**src/rtl/mbx_pkg.sv**
```systemverilog
package mbx_pkg;

   // Channel index, shared by the flag array and the pin array.
   typedef enum logic [1:0] {
      CH_HWR = 2'd0,   // host wrote the lower page
      CH_HRD = 2'd1,   // host read the upper page
      CH_BWR = 2'd2,   // board signals write done
      CH_BRD = 2'd3    // board signals read done
   } mbx_ch_e;

   localparam int NUM_CH = 4;

   // True when the sampled page nibble selects the given window.
   function automatic logic page_hit(input logic [3:0] page, input logic [3:0] win);
      return page == win;
   endfunction

endpackage

```
**src/rtl/mbx_sync.sv**
```systemverilog
module mbx_sync #(
   parameter int   STAGES  = 2,
   parameter logic RST_VAL = 1'b1
) (
   input  logic clk,
   input  logic rst_n,
   input  logic d,
   output logic q
);

   if (STAGES < 2) begin : g_bad_stages
      $error("mbx_sync: STAGES must be at least 2");
   end

   logic [STAGES-1:0] chain;

   always_ff @(posedge clk) begin
      if (!rst_n) chain <= {STAGES{RST_VAL}};
      else        chain <= {chain[STAGES-2:0], d};
   end

   assign q = chain[STAGES-1];

endmodule

```
**src/rtl/mbx_pulse_qual.sv**
```systemverilog
module mbx_pulse_qual #(
   parameter int MIN_LOW = 5
) (
   input  logic clk,
   input  logic rst_n,
   input  logic s_n,     // synchronized active-low pin
   output logic evt      // one cycle, on the MIN_LOW-th low cycle
);

   if (MIN_LOW < 1) begin : g_bad_min
      $error("mbx_pulse_qual: MIN_LOW must be at least 1");
   end

   localparam int CW = $clog2(MIN_LOW + 1);
   localparam logic [CW-1:0] LAST = CW'(MIN_LOW - 1);
   localparam logic [CW-1:0] SAT  = CW'(MIN_LOW);

   logic [CW-1:0] run_cnt;

   always_ff @(posedge clk) begin
      if (!rst_n || s_n)      run_cnt <= '0;
      else if (run_cnt != SAT) run_cnt <= run_cnt + 1'b1;
   end

   assign evt = !s_n && (run_cnt == LAST);


   single_evt_chk: assert property (@(posedge clk) disable iff (!rst_n)
      evt |=> !evt);

endmodule

```
**src/rtl/mbx_access_det.sv**
```systemverilog
module mbx_access_det #(
   parameter int ADDR_W = 16,
   parameter int PAGE_W = 4,
   parameter int SYNC   = 2
) (
   input  logic              clk,
   input  logic              rst_n,
   input  logic              strobe_n,
   input  logic [ADDR_W-1:0] addr,
   output logic              evt,
   output logic [PAGE_W-1:0] page
);

   if (PAGE_W > ADDR_W) begin : g_bad_page
      $error("mbx_access_det: PAGE_W exceeds ADDR_W");
   end

   logic s_n, s_prev;

   mbx_sync #(.STAGES(SYNC), .RST_VAL(1'b1)) u_sync (
      .clk(clk), .rst_n(rst_n), .d(strobe_n), .q(s_n)
   );

   always_ff @(posedge clk) begin
      if (!rst_n) s_prev <= 1'b1;
      else        s_prev <= s_n;
   end

   assign evt  = s_prev && !s_n;
   assign page = addr[ADDR_W-1 -: PAGE_W];

   logic unused_low;
   if (PAGE_W < ADDR_W) begin : g_low
      assign unused_low = ^addr[ADDR_W-PAGE_W-1:0];
   end else begin : g_nolow
      assign unused_low = 1'b0;
   end


   acc_once_chk: assert property (@(posedge clk) disable iff (!rst_n)
      evt |=> !evt);

endmodule

```
**src/rtl/mbx_irq_flag.sv**
```systemverilog
module mbx_irq_flag (
   input  logic clk,
   input  logic rst_n,
   input  logic set,
   input  logic clr,
   output logic irq_n
);

   always_ff @(posedge clk) begin
      if (!rst_n)   irq_n <= 1'b1;
      else if (set) irq_n <= 1'b0;
      else if (clr) irq_n <= 1'b1;
   end


   set_wins_chk: assert property (@(posedge clk) disable iff (!rst_n)
      set |=> !irq_n);


   clear_chk: assert property (@(posedge clk) disable iff (!rst_n)
      (clr && !set) |=> irq_n);


   hold_chk: assert property (@(posedge clk) disable iff (!rst_n)
      (!set && !clr) |=> $stable(irq_n));

endmodule

```
**src/rtl/mbx_irq_ctrl.sv**
```systemverilog
module mbx_irq_ctrl #(
   parameter int          ADDR_W    = 16,
   parameter int          PAGE_W    = 4,
   parameter logic [3:0]  LO_PAGE   = 4'h7,
   parameter logic [3:0]  HI_PAGE   = 4'hB,
   parameter int          SYNC      = 2,
   parameter int          PULSE_MIN = 5
) (
   input  logic              clk,
   input  logic              rst_n,
   input  logic [ADDR_W-1:0] host_addr,
   input  logic              host_wr_n,
   input  logic              host_rd_n,
   input  logic [ADDR_W-1:0] brd_addr,
   input  logic              brd_rd_n,
   input  logic              ack_hwr_n,
   input  logic              ack_hrd_n,
   input  logic              req_bwr_n,
   input  logic              req_brd_n,
   output logic              irq_hwr_n,
   output logic              irq_hrd_n,
   output logic              irq_bwr_n,
   output logic              irq_brd_n
);
   import mbx_pkg::*;

   if (PAGE_W != 4) begin : g_bad_pw
      $error("mbx_irq_ctrl: page decode expects a 4-bit nibble");
   end
   if (ADDR_W < PAGE_W) begin : g_bad_aw
      $error("mbx_irq_ctrl: ADDR_W too small");
   end
   if (LO_PAGE == HI_PAGE) begin : g_bad_win
      $error("mbx_irq_ctrl: windows must differ");
   end

   // Pin qualification, one lane per channel.
   logic [NUM_CH-1:0] pin_n, pin_s_n, pin_evt;
   assign pin_n[CH_HWR] = ack_hwr_n;
   assign pin_n[CH_HRD] = ack_hrd_n;
   assign pin_n[CH_BWR] = req_bwr_n;
   assign pin_n[CH_BRD] = req_brd_n;

   for (genvar i = 0; i < NUM_CH; i++) begin : g_pin
      mbx_sync #(.STAGES(SYNC), .RST_VAL(1'b1)) u_sync (
         .clk(clk), .rst_n(rst_n), .d(pin_n[i]), .q(pin_s_n[i])
      );
      mbx_pulse_qual #(.MIN_LOW(PULSE_MIN)) u_qual (
         .clk(clk), .rst_n(rst_n), .s_n(pin_s_n[i]), .evt(pin_evt[i])
      );
   end

   // Memory access detection.
   logic              hw_evt, hr_evt, br_evt;
   logic [PAGE_W-1:0] hw_page, hr_page, br_page;

   mbx_access_det #(.ADDR_W(ADDR_W), .PAGE_W(PAGE_W), .SYNC(SYNC)) u_hwr (
      .clk(clk), .rst_n(rst_n), .strobe_n(host_wr_n), .addr(host_addr),
      .evt(hw_evt), .page(hw_page)
   );
   mbx_access_det #(.ADDR_W(ADDR_W), .PAGE_W(PAGE_W), .SYNC(SYNC)) u_hrd (
      .clk(clk), .rst_n(rst_n), .strobe_n(host_rd_n), .addr(host_addr),
      .evt(hr_evt), .page(hr_page)
   );
   mbx_access_det #(.ADDR_W(ADDR_W), .PAGE_W(PAGE_W), .SYNC(SYNC)) u_brd (
      .clk(clk), .rst_n(rst_n), .strobe_n(brd_rd_n), .addr(brd_addr),
      .evt(br_evt), .page(br_page)
   );

   // Set and clear routing.
   logic [NUM_CH-1:0] set_v, clr_v, irq_v;

   always_comb begin
      set_v[CH_HWR] = hw_evt && page_hit(hw_page, LO_PAGE);
      clr_v[CH_HWR] = pin_evt[CH_HWR];
      set_v[CH_HRD] = hr_evt && page_hit(hr_page, HI_PAGE);
      clr_v[CH_HRD] = pin_evt[CH_HRD];
      set_v[CH_BWR] = pin_evt[CH_BWR];
      clr_v[CH_BWR] = hw_evt && page_hit(hw_page, HI_PAGE);
      set_v[CH_BRD] = pin_evt[CH_BRD];
      clr_v[CH_BRD] = br_evt && page_hit(br_page, LO_PAGE);
   end

   for (genvar c = 0; c < NUM_CH; c++) begin : g_flag
      mbx_irq_flag u_flag (
         .clk(clk), .rst_n(rst_n), .set(set_v[c]), .clr(clr_v[c]),
         .irq_n(irq_v[c])
      );
   end

   assign irq_hwr_n = irq_v[CH_HWR];
   assign irq_hrd_n = irq_v[CH_HRD];
   assign irq_bwr_n = irq_v[CH_BWR];
   assign irq_brd_n = irq_v[CH_BRD];


   logic rst_q, rst_seen;
   always_ff @(posedge clk) begin
      rst_q    <= !rst_n;
      rst_seen <= 1'b1;
      if (rst_seen && rst_q) begin
         reset_idle_chk: assert (irq_v == '1);
      end
   end


   bwr_fall_chk: assert property (@(posedge clk) disable iff (!rst_n)
      $fell(irq_bwr_n) |-> $past(pin_evt[CH_BWR]));


   brd_rise_chk: assert property (@(posedge clk) disable iff (!rst_n)
      $rose(irq_brd_n) |-> $past(br_evt));

endmodule

```
**config.mk**
```make
export PLATFORM = sky130hd
export DESIGN_NAME = mbx_irq_ctrl
export DESIGN_NICKNAME = d
export VERILOG_FILES = /design/src/rtl/mbx_pkg.sv /design/src/rtl/mbx_sync.sv /design/src/rtl/mbx_pulse_qual.sv /design/src/rtl/mbx_access_det.sv /design/src/rtl/mbx_irq_flag.sv /design/src/rtl/mbx_irq_ctrl.sv
export SDC_FILE = /design/constraint.sdc
export NUM_CORES = 1
export LEC_CHECK = 0
export ABC_AREA = 0
export BUFFER_PORTS_ARGS = -buffer_cell sky130_fd_sc_hd__buf_2
export CORE_UTILIZATION = 45
export CTS_BUF_LIST = sky130_fd_sc_hd__clkbuf_4
export DETAILED_ROUTE_END_ITERATION = 8
export PLACE_DENSITY = 0.72
export SLEW_MARGIN = 5
export SYNTH_ARGS = -nofsm -noshare
export SYNTH_HDL_FRONTEND = slang
export SYNTH_SLANG_ARGS = --single-unit
```
**constraint.sdc**
```tcl
create_clock -name clk -period 1.8 [get_ports clk]
set_input_delay 0.09 -clock clk [delete_from_list [all_inputs] [get_ports clk]]
set_output_delay 0.09 -clock clk [all_outputs]
set_load 0.01 [all_outputs]
```
======== Yosys cells after proc, flatten, opt, wreduce, memory -nomap -nowiden ========
Index checks and enable logic that the tools add are counted.
storage, ports and cells
  flip-flop bits (word level) ............. 33
  input bits .............................. 41
  output and inout port bits .............. 4
  logic and storage cells ................. 68
cells by class
  add/subtract/negate cells ............... 4
  equality and inequality tests ........... 11
  mux-type cells .......................... 8
  reduce and logical (&&, ||, !) cells .... 27
operators by type and width
  kind                 number
  $add 3x1->3 const B  4
  $eq 3x3->1 const B   4
  $ne 3x3->1 const B   4
  $logic_and 1x1->1    11
  $eq 4x3->1 const B   2
  $logic_not 1->1      8
  $mux 1               8
  $reduce_bool 2->1    4
  $eq 4x4->1 const B   1
  $logic_or 1x1->1     4

======== Logic depth before layout (Yosys ltp) ========
Gate-level depths: netlist of the first run.
  depth in word-level cells ............... 5
  gate-level depth with buffers ........... 5
  gate-level depth less buffers ........... 5

======== Hierarchy ========
Synthesis of the first run repeated with hierarchy kept, for this count alone.
second synthesis, totals
  cells, all modules ...................... 145
  area total of the unflattened synthesis .. 1,460.2 um^2
by module, submodules not included
  module                                times used  cells an instance  area an instance (um^2)  seq. area each (um^2)
  mbx_pulse_qual (g_pin[0].u_qual ...)  3           19                 182.7                    60.1
  mbx_sync                              7           4                  52.6                     40.0
  mbx_access_det                        3           7                  62.6                     20.0
  mbx_pulse_qual (g_pin[1].u_qual)      1           20                 178.9                    60.1
  mbx_irq_flag                          4           3                  28.8                     20.0
  mbx_irq_ctrl                          1           7                  62.6                     0.0

======== Worst setup path after synthesis of the first run ========
Ideal clock, no wire load.
  kind .................................... register to register
  start ................................... register g_pin[3].u_qual.run_cnt[1]
  end ..................................... register g_pin[3].u_qual.run_cnt[0]
  setup time .............................. 116 ps
  arrival time ............................ 818 ps
  required time ........................... 1,684 ps
  path slack .............................. 866 ps
  stages on the path, launching flop included .. 6
  path buffers ............................ 0
  period minus slack after synthesis ...... 934 ps
  cell sequence ........................... dfxtp_1 inv_1 ha_1 nand2_1 xnor2_1 nor2_1
on the way
  cells in the longest elaborated chain, start to end .. 1
ends and longest elaborated chain
  item                      RTL line              RTL
  start: declaration        mbx_pulse_qual.sv:18  logic [CW-1:0] run_cnt;
  start signal: assignment  mbx_pulse_qual.sv:22  else if (run_cnt != SAT) run_cnt <= run_cnt + 1'b1;
  $ne 3x3->1                mbx_pulse_qual.sv:22
No other way between the ends.
A chain may end at the register's enable or synchronous reset.

======== Final worst setup path of the first run ========
  start ................................... register g_pin[2].u_qual.run_cnt[0]
  end ..................................... register g_pin[2].u_qual.run_cnt[0]
on the way
  cells in the longest elaborated chain, start to end .. 1
  elaborated cells on any way between the ends .. 2
  those cells by class .................... add/sub: 1; eq/ne: 1
ends and longest elaborated chain
  item                                       RTL line
  start: declaration                         mbx_pulse_qual.sv:18
  start signal: assignment                   mbx_pulse_qual.sv:22
  $add 3x1->3 or $ne 3x3->1 (tied branches)  mbx_pulse_qual.sv:22
Several ways; a longest one is shown, not always the timed one.

==> results of run 1 <==
cells by family (layout without fill, tap and decap cells):
family,after synthesis,after routing
xor+xnor,4,4
simple gates,64,64
fa+ha+maj,12,12
buf+inv,13,46
flops,33,33
compound gates,10,10
final timing paths:
check                                                             start                                       to  cells past startpoint
worst max-delay path            g_pin[2].u_qual.run_cnt[0]$_SDFFE_PP0P_  g_pin[2].u_qual.run_cnt[0]$_SDFFE_PP0P_                      4
worst min-delay path                                       brd_addr[14]      g_flag[3].u_flag.irq_n$_SDFFE_PN1P_                      3
worst max register to register  g_pin[2].u_qual.run_cnt[0]$_SDFFE_PP0P_  g_pin[2].u_qual.run_cnt[0]$_SDFFE_PP0P_                      4
worst min register to register         u_hwr.u_sync.chain[0]$_SDFF_PN1_         u_hwr.u_sync.chain[1]$_SDFF_PN1_                      1
layout make-up:
class                   instances  area share
clock buffers                   5      0.0242
clock inverters                 3     0.00807
inverters                      11      0.0266
multi-input cells              90       0.380
flip-flops and latches         33       0.426
well taps                      31      0.0250
repair buffers                 27       0.110
layer usage:
metal | up-vias | part of all wire
met5 | - | 0
met1 | 445 | 0.43
met4 | 0 | 0.0092
met2 | 19 | 0.51
li1 | 499 | -
met3 | 2 | 0.050
stage by stage:
step / instance area (sq um) / power [mW] / setup WS, ns / instances
floorplan: 1310 / 0.806 / 0.866 / 136
global placement: 1430 / 0.826 / 0.802 / 185
detailed placement: 1430 / 0.831 / 0.772 / 185
CTS: 1550 / 1.22 / 0.717 / 200
global route: 1550 / 1.27 / 0.650 / 200
finish: 1550 / 1.20 / 0.739 / 200
repair_timing:
item                                   in CTS  in global routing
endpoints found under the hold margin       7                  0
hold buffers                                7                  0
buffers inserted                            0                  0
tightest hold or removal path, stage by stage:
cell and delay (ns):
buf_2 0.09, nand3b_1 0.08, a31oi_1 0.08
where the power goes:
part / total, mW / switching [mW] / internal [mW]
clock: 0.375 / 0.234 / 0.141
sequential: 0.757 / 0.00760 / 0.749
combinational: 0.0682 / 0.0280 / 0.0402
placed cells by master (no fill, tap or decap), drive strengths merged, types with 2 or more instances in the layout:
| cell | synthesis | final |
|---|---|---|
| a21oi | 4 | 4 |
| a31oi | 3 | 3 |
| buf | 2 | 20 |
| clkbuf | 0 | 5 |
| clkinv | 0 | 3 |
| dfxtp | 33 | 33 |
| dlygate4sd3 | 0 | 7 |
| ha | 12 | 12 |
| inv | 11 | 11 |
| nand2 | 16 | 16 |
| nand2b | 20 | 20 |
| nand3 | 4 | 4 |
| nor2 | 13 | 13 |
| nor3 | 4 | 4 |
| nor3b | 2 | 2 |
| o21ai | 2 | 2 |
| xnor2 | 4 | 4 |
state kept, by name, summed over array words and instances, names as in the netlist:
name,flops
g_pin.u_qual.run_cnt,12
u_hwr.u_sync.chain,2
u_hrd.s_prev,1
u_hrd.u_sync.chain,2
u_brd.u_sync.chain,2
u_brd.s_prev,1
g_pin.u_sync.chain,8
g_flag.u_flag.irq_n,4
u_hwr.s_prev,1
==> impl_metrics.json, run 1 <==
{
  "critPathCaptureType": "flop",
  "multi_input_area_sq_um": 589,
  "track_usage": 0.146,
  "start_kind": "flop",
  "synth_fa_ha_area_frac": 0.115,
  "place_hpwl_microns": 1480,
  "ys.flop_type": "dfxtp_1",
  "slew_viol_final": 0,
  "path_buf_inv": 0,
  "gp_congestion": 0.700,
  "drc_errors": 0,
  "wire_per_inst_microns": 10.3,
  "yosys.area.top_type_share": 0.505,
  "crit_path_cell_trace": "ha_1, nand2_1, xnor2_1, nor2_1",
  "slowest_delay_ns": 0.41,
  "rows": 19,
  "clk_latency_ns": 0.33,
  "fin_crit_ns": 1.06,
  "worstMarginPinSlew_ns": 0.439,
  "slew_headroom": 0.707,
  "cp.arrival_ns": 1.27,
  "cts_buffers": 5,
  "fp.dieH_microns": 55.9,
  "crit_family": "flip-flops",
  "worstSetupPathType": "reg2reg",
  "pin_count": 45,
  "core_area_sq_mm": 0.00276,
  "io_buffers": 20,
  "antenna_cells": 0,
  "synth_mux_area_frac": 0,
  "routed_wl_microns": 2060,
  "maxCapViolCount": 0,
  "synth_warnings": 0,
  "hold_viol": 0,
  "syn_nets": 189,
  "crit_path_max_fanout": 4,
  "critical_path_required_ns": 2.01,
  "r2r_setup_slack_ns": 0.74,
  "synth_compound_area_frac": 0.0440,
  "cts_max_level": 2,
  "report.final.setup_viol": 0,
  "yosys.area_share.xor_xnor": 0.0268,
  "rsz0062_at_grt": "no",
  "cpMaxStageDelayCell": "dfxtp_1",
  "seq_area_sq_um": 661,
  "clock_sinks": 33,
  "synth_top_area_cell": "dfxtp_1",
  "post_synth.cell_area_avg_sq_um": 9.61,
  "start_util": 0.474,
  "async_reset_ff_frac": 0,
  "drive_gt1_frac": 0.178,
  "busiest_layer": "met2",
  "synth_cells": 136,
  "fin_setup_tns_ns": 0,
  "cts_tree": "yes",
  "antenna_found_initial": 0,
  "p_leak_nw": 0.645,
  "dr_total_vias": 965,
  "areaGrowthSynthToFinish_pct": 18.6,
  "chipWidth_microns": 55.9,
  "status": "complete, no violations",
  "synth-edff-count": 0,
  "synth_seq_area_share": 0.505,
  "period_share": 0.590,
  "grt-ovfl-total": 0,
  "use_met2": 0.269,
  "root_buffer": "clkbuf_4",
  "via_per_inst": 4.83,
  "drt_pass1_iterations": 4,
  "power.density_mw_per_mm2": 774,
  "irDropWorstVdd_mv": 0.552,
  "synth.area.top_cells": "dfxtp_1 51%, ha_1 11%, nand2b_1 9.6%, nand2_1 4.0%, nor2_1 3.7%",
  "grt_max_degree": 26,
  "dieArea_sq_mm": 0.00313,
  "hp-class": "in2reg",
  "netlist_top_cells_count": "33 x dfxtp_1, 20 x nand2b_1, 14 x nand2_1, 13 x nor2_1, 12 x ha_1",
  "syn-cell-area_sq_mm": 0.00131,
  "gr-usage-met3": 0.0628,
  "path_clk_slew_ns": 0.10,
  "synthSimpleGateAreaFrac": 0.265,
  "fin_worst_skew_ns": 0.0116,
  "post_cts_resized": 0,
  "utilization": 0.562,
  "grt_use_met1": 0.133,
  "layout.nets": 221,
  "ys_seq_elements": 33,
  "drtAntennaViolNets": 0,
  "grt_first_pass_wirelength_microns": 3400,
  "holdWs_ns": 0.0526,
  "dr.first_iter.drc_count": 22,
  "synth_top_family_by_area": "simple AND/OR/NAND/NOR gates",
  "fmax_mhz": 942,
  "fill_cells": 252,
  "grt_pass1_vias": 889,
  "cts_buffer_depth": 2,
  "ys_types": 23,
  "yosysMostFrequentCell": "dfxtp_1"
}
No activity file was read; power rests on OpenSTA's default activity.
==> inputs of run 2 (changes only) <==
--- a/config.mk
+++ b/config.mk
@@ -10,7 +10,7 @@
 export CORE_UTILIZATION = 45
 export CTS_BUF_LIST = sky130_fd_sc_hd__clkbuf_4
 export DETAILED_ROUTE_END_ITERATION = 8
-export PLACE_DENSITY = 0.72
+export PLACE_DENSITY = 0.75
 export SLEW_MARGIN = 5
 export SYNTH_ARGS = -nofsm -noshare
 export SYNTH_HDL_FRONTEND = slang
==> constraint.sdc (replaced) <==
create_clock -name clk -period 0.88 [get_ports clk]
set_input_delay 0.044 -clock clk [delete_from_list [all_inputs] [get_ports clk]]
set_output_delay 0.044 -clock clk [all_outputs]
set_load 0.01 [all_outputs]
==> impl_metrics.json, run 2 (same netlist as run 1, synthesis figures left out) <==
{
  "io_buffers": 20,
  "holdWs_ns": 0.0199,
  "slew_viol_final": 0,
  "dp_slack_ns": -0.0827,
  "grt-ovfl-total": 0,
  "critical_path_required_ns": 1.10,
  "setup_ws_ns": -0.0539,
  "cpMaxStageDelayCell": "dfxtp_2",
  "grt_pass1_vias": 1051,
  "crit_path_cell_trace": "inv_4, ha_4, nand2_4, xnor2_2, nor2_1",
  "maxCapViolCount": 0,
  "total_power_mw": 2.52,
  "cts_tree": "yes",
  "violations": "negative setup slack",
  "fin_worst_skew_ns": 0.00863,
  "start_util": 0.474,
  "dpl_cell_area_sq_mm": 0.00151,
  "routed_wl_microns": 2430,
  "startpoint": "g_pin[1].u_qual.run_cnt[1]$_SDFFE_PP0P_",
  "critPathCaptureType": "flop",
  "period_share": 1.06,
  "pin_count": 45,
  "layout_common_cells": "22 x dfxtp_1, 20 x nand2b_1, 19 x buf_2, 11 x nor2_1, 10 x dlygate4sd3_1",
  "dp_cells": 192,
  "p_leak_nw": 0.816,
  "finalNonFillerCells": 211,
  "p_sw_frac": 0.222,
  "root_buffer": "clkbuf_4",
  "hold_viol": 0,
  "gp_congestion": 0.675,
  "utilization": 0.690,
  "crit_path_max_fanout": 3,
  "path_clk_slew_ns": 0.09,
  "clkPwrFrac": 0.311,
  "via_per_inst": 4.90,
  "worstMarginPinSlew_ns": 0.302,
  "reg2reg_to": "g_pin[1].u_qual.run_cnt[0]$_SDFFE_PP0P_",
  "track_usage": 0.185,
  "cts_buffer_depth": 2,
  "areaGrowthSynthToFinish_pct": 45.6,
  "start_kind": "flop",
  "power.density_mw_per_mm2": 1320,
  "antenna_found_initial": 0,
  "worstSetupPathType": "reg2reg",
  "clock_sinks": 33,
  "drt_pass1_iterations": 4,
  "slew_headroom": 0.799,
  "hold_path_end": "g_flag[0].u_flag.irq_n$_SDFFE_PN1P_",
  "p_switching_mw": 0.559,
  "cts_buffers": 5,
  "wire_per_inst_microns": 11.5,
  "reg2reg_depth": 5,
  "layout.nets": 233,
  "fmax_mhz": 1070,
  "dieArea_sq_mm": 0.00313,
  "grt_first_pass_wirelength_microns": 4370,
  "cp.arrival_ns": 1.16,
  "place_hpwl_microns": 1620,
  "largest_reg_flops": 12,
  "reg_top3": "g_pin.u_qual.run_cnt (12), g_pin.u_sync.chain (8), g_flag.u_flag.irq_n (4)",
  "antenna_cells": 0,
  "internal-power_mw": 1.96,
  "drive_gt1_frac": 0.467,
  "final_area_sq_mm": 0.00190,
  "slowest_delay_ns": 0.37,
  "power_frac_comb": 0.079,
  "dr_total_vias": 1034,
  "cts_max_level": 2,
  "hold_depth": 3,
  "r2r_setup_slack_ns": -0.05,
  "fin_setup_tns_ns": -0.415,
  "clk_latency_ns": 0.33,
  "fin_crit_ns": 0.934,
  "rows": 19,
  "crit_family": "flip-flops",
  "drc_errors": 0,
  "min_from": "host_addr[12]",
  "rsz0062_at_grt": "yes",
  "dr.first_iter.drc_count": 18,
  "chipWidth_microns": 55.9,
  "fill_cells": 194,
  "core_area_sq_mm": 0.00276,
  "r2r-start": "g_pin[1].u_qual.run_cnt[1]$_SDFFE_PP0P_",
  "seq_power_share": 0.611,
  "fp.dieH_microns": 55.9,
  "mostFrequentLayoutCell": "dfxtp_1",
  "hp-class": "in2reg",
  "regMostFlops": "g_pin.u_qual.run_cnt",
  "status": "complete, but fails checks",
  "report.final.setup_viol": 14,
  "grt_max_degree": 12,
  "path_buf_inv": 1,
  "drtAntennaViolNets": 0,
  "irDropWorstVdd_mv": 1.13
}
run 2: layer usage:
metal	up-vias	GRT usage	wire length, microns
met1	484	0.185	994
met5	-	0	0
met4	0	0.0941	53
met2	20	0.332	1280
li1	523	-	-
met3	7	0.0698	103
run 2: worst max-delay path by stage:
| stage | depth (start not counted) | endpoint |
|---|---|---|
| 3_5_place_dp | 5 | g_pin[3].u_qual.run_cnt[0]$_SDFFE_PP0P_ |
| 2_1_floorplan | 5 | g_pin[3].u_qual.run_cnt[0]$_SDFFE_PP0P_ |
| 4_1_cts | 5 | g_pin[3].u_qual.run_cnt[0]$_SDFFE_PP0P_ |
| 3_3_place_gp | 5 | g_pin[3].u_qual.run_cnt[0]$_SDFFE_PP0P_ |
| 6_report | 5 | g_pin[1].u_qual.run_cnt[0]$_SDFFE_PP0P_ |
| 5_1_grt | 5 | g_pin[0].u_qual.run_cnt[0]$_SDFFE_PP0P_ |
run 2: worst reg2reg max path, delay by kind of cell, from the launching register on:
family	cells	cell delay, ns
buf+inv	1	0.06
xor+xnor	1	0.11
flops	1	0.37
fa+ha+maj	1	0.17
simple gates	2	0.12
run 2: layout make-up:
| cell class | instances | area [sq um] | area share |
|---|---|---|---|
| Timing Repair Buffer | 39 | 274 | 0.144 |
| Multi-Input combinational cell | 90 | 801 | 0.421 |
| Sequential cell | 33 | 687 | 0.361 |
| Inverter | 11 | 53.8 | 0.0283 |
| Tap cell | 31 | 38.8 | 0.0204 |
| Clock buffer | 6 | 45.0 | 0.0237 |
| Clock inverter | 1 | 3.75 | 0.00197 |
run 2: what timing repair did:
item	CTS	global route
resized for setup	28	21
endpoints found under the setup margin	14	19
hold buffers	10	0
buffers inserted	0	2
pin swaps	22	8
hold endpoints to repair	9	0
run 2: power by group through the flow:
stage | Clock [mW] | Combinational (mW) | Sequential (mW)
floorplan | 0 | 0.0742 | 1.58
global placement | 0 | 0.130 | 1.58
CTS | 0.824 | 0.189 | 1.54
detailed placement | 0 | 0.139 | 1.58
finish | 0.783 | 0.198 | 1.54
global route | 0.885 | 0.220 | 1.55
==> inputs of run 3 (changes only) <==
--- a/config.mk
+++ b/config.mk
@@ -7,11 +7,12 @@
 export LEC_CHECK = 0
 export ABC_AREA = 0
 export BUFFER_PORTS_ARGS = -buffer_cell sky130_fd_sc_hd__buf_2
+export CORE_ASPECT_RATIO = 1.4
 export CORE_UTILIZATION = 45
 export CTS_BUF_LIST = sky130_fd_sc_hd__clkbuf_4
 export DETAILED_ROUTE_END_ITERATION = 8
 export PLACE_DENSITY = 0.75
-export SLEW_MARGIN = 5
+export SLEW_MARGIN = 10
 export SYNTH_ARGS = -nofsm -noshare
 export SYNTH_HDL_FRONTEND = slang
 export SYNTH_SLANG_ARGS = --single-unit
==> impl_metrics.json, run 3 (same netlist as run 1, synthesis figures left out) <==
{
  "slew_headroom": 0.801,
  "power.density_mw_per_mm2": 1580,
  "rows": 22,
  "maxCapViolCount": 0,
  "fin_crit_ns": 0.951,
  "layout_common_cells": "20 x nand2b_1, 20 x dfxtp_1, 18 x buf_2, 11 x nor2_1, 11 x dlygate4sd3_1",
  "grt_max_degree": 12,
  "areaGrowthSynthToFinish_pct": 53.8,
  "drt_pass1_iterations": 4,
  "holdWs_ns": 0.0173,
  "chipWidth_microns": 47.6,
  "cts_tree": "yes",
  "antenna_cells": 0,
  "critical_path_required_ns": 1.12,
  "track_usage": 0.204,
  "drc_errors": 0,
  "io_buffers": 20,
  "largest_reg_flops": 12,
  "fp.dieH_microns": 65.8,
  "wire_per_inst_microns": 12.9,
  "dp_slack_ns": -0.101,
  "clock_sinks": 33,
  "cts_max_level": 2,
  "fin_worst_skew_ns": 0.00706,
  "path_clk_slew_ns": 0.11,
  "dr_total_vias": 1046,
  "hp-class": "in2reg",
  "cts_buffers": 5,
  "pin_count": 45,
  "crit_path_max_fanout": 3,
  "dr.first_iter.drc_count": 8,
  "worstMarginPinSlew_ns": 0.298,
  "fmax_mhz": 1050,
  "layout.nets": 234,
  "drtAntennaViolNets": 0,
  "violations": "negative setup slack",
  "finalNonFillerCells": 218,
  "dpl_cell_area_sq_mm": 0.00153,
  "total_power_mw": 3.17,
  "dieArea_sq_mm": 0.00313,
  "status": "complete, but fails checks",
  "grt-ovfl-total": 0,
  "dp_cells": 198,
  "grt_first_pass_wirelength_microns": 4460,
  "critPathCaptureType": "flop",
  "regMostFlops": "g_pin.u_qual.run_cnt",
  "cts_buffer_depth": 2,
  "reg_top3": "g_pin.u_qual.run_cnt (12), g_pin.u_sync.chain (8), g_flag.u_flag.irq_n (4)",
  "place_hpwl_microns": 1760,
  "antenna_found_initial": 0,
  "drive_gt1_frac": 0.511,
  "clk_latency_ns": 0.35,
  "worstSetupPathType": "reg2reg",
  "start_util": 0.485,
  "root_buffer": "clkbuf_4",
  "setup_ws_ns": -0.0708,
  "core_area_sq_mm": 0.00270,
  "via_per_inst": 4.80,
  "start_kind": "flop",
  "slew_viol_final": 0,
  "p_leak_nw": 0.853,
  "routed_wl_microns": 2810,
  "gp_congestion": 0.683,
  "cp.arrival_ns": 1.19,
  "rsz0062_at_grt": "yes",
  "grt_pass1_vias": 1183,
  "hold_viol": 0,
  "report.final.setup_viol": 16,
  "irDropWorstVdd_mv": 1.89,
  "period_share": 1.08,
  "final_area_sq_mm": 0.00201
}
[run 3: cell count changes in the layout (fill, tap and decap cells not counted), sizes merged]
cell	delta
bufinv	+2
dlygate4sd3	+1
clkbuf	-1
[run 3: layout make-up]
cell class | instances | area (sq um)
clock buffer | 5 | 37.5
inverter | 11 | 61.3
timing repair buffer | 40 | 290
clock inverter | 3 | 65.1
tap | 36 | 45.0
multi-input combinational | 90 | 822
fill | 211 | 687
sequential | 33 | 689
[run 3: worst paths after layout]
path	cells past startpoint	startpoint	slack, ns	end
setup / recovery	5	g_pin[3].u_qual.run_cnt[1]$_SDFFE_PP0P_	-0.07	g_pin[3].u_qual.run_cnt[0]$_SDFFE_PP0P_
hold / removal	3	host_addr[13]	0.02	g_flag[0].u_flag.irq_n$_SDFFE_PN1P_
setup reg to reg	5	g_pin[3].u_qual.run_cnt[1]$_SDFFE_PP0P_	-0.07	g_pin[3].u_qual.run_cnt[0]$_SDFFE_PP0P_
hold reg to reg	1	g_pin[2].u_sync.chain[0]$_SDFF_PN1_	0.42	g_pin[2].u_sync.chain[1]$_SDFF_PN1_
[run 3: per-stage QoR]
step	util	TNS (ns)
final	0.745	-0.596
after global routing	0.745	-1.40
after CTS	0.705	-0.595
after detailed placement	0.566	-0.662
after global placement	0.566	-0.224
after floorplan	-	-0.0376
[run 3: per-layer routing]
metal,share of wire,track usage
met1,0.34,0.156
met2,0.61,0.413
met4,0.022,0.101
met3,0.027,0.0519
met5,0,0
[run 3: power breakdown]
group | leakage [nW] | switching [mW] | internal, mW
sequential | 0.273 | 0.0212 | 1.52
clock | 0.0552 | 0.533 | 0.879
combinational | 0.525 | 0.0833 | 0.130
total | 0.853 | 0.638 | 2.53
[run 3: worst max-delay path, stage by stage, from the launching register on]
cell and delay (ns):
dfxtp_2 0.39, inv_4 0.06, ha_4 0.17, nand2_4 0.07
xnor2_2 0.10, nor2_1 0.06
[run 3: repair_timing]
item	CTS	global route
hold buffers	11	0
resized for setup	34	26
hold endpoints to repair	10	0
setup buffers	0	1
setup endpoints to repair	16	18
pin swaps	18	12
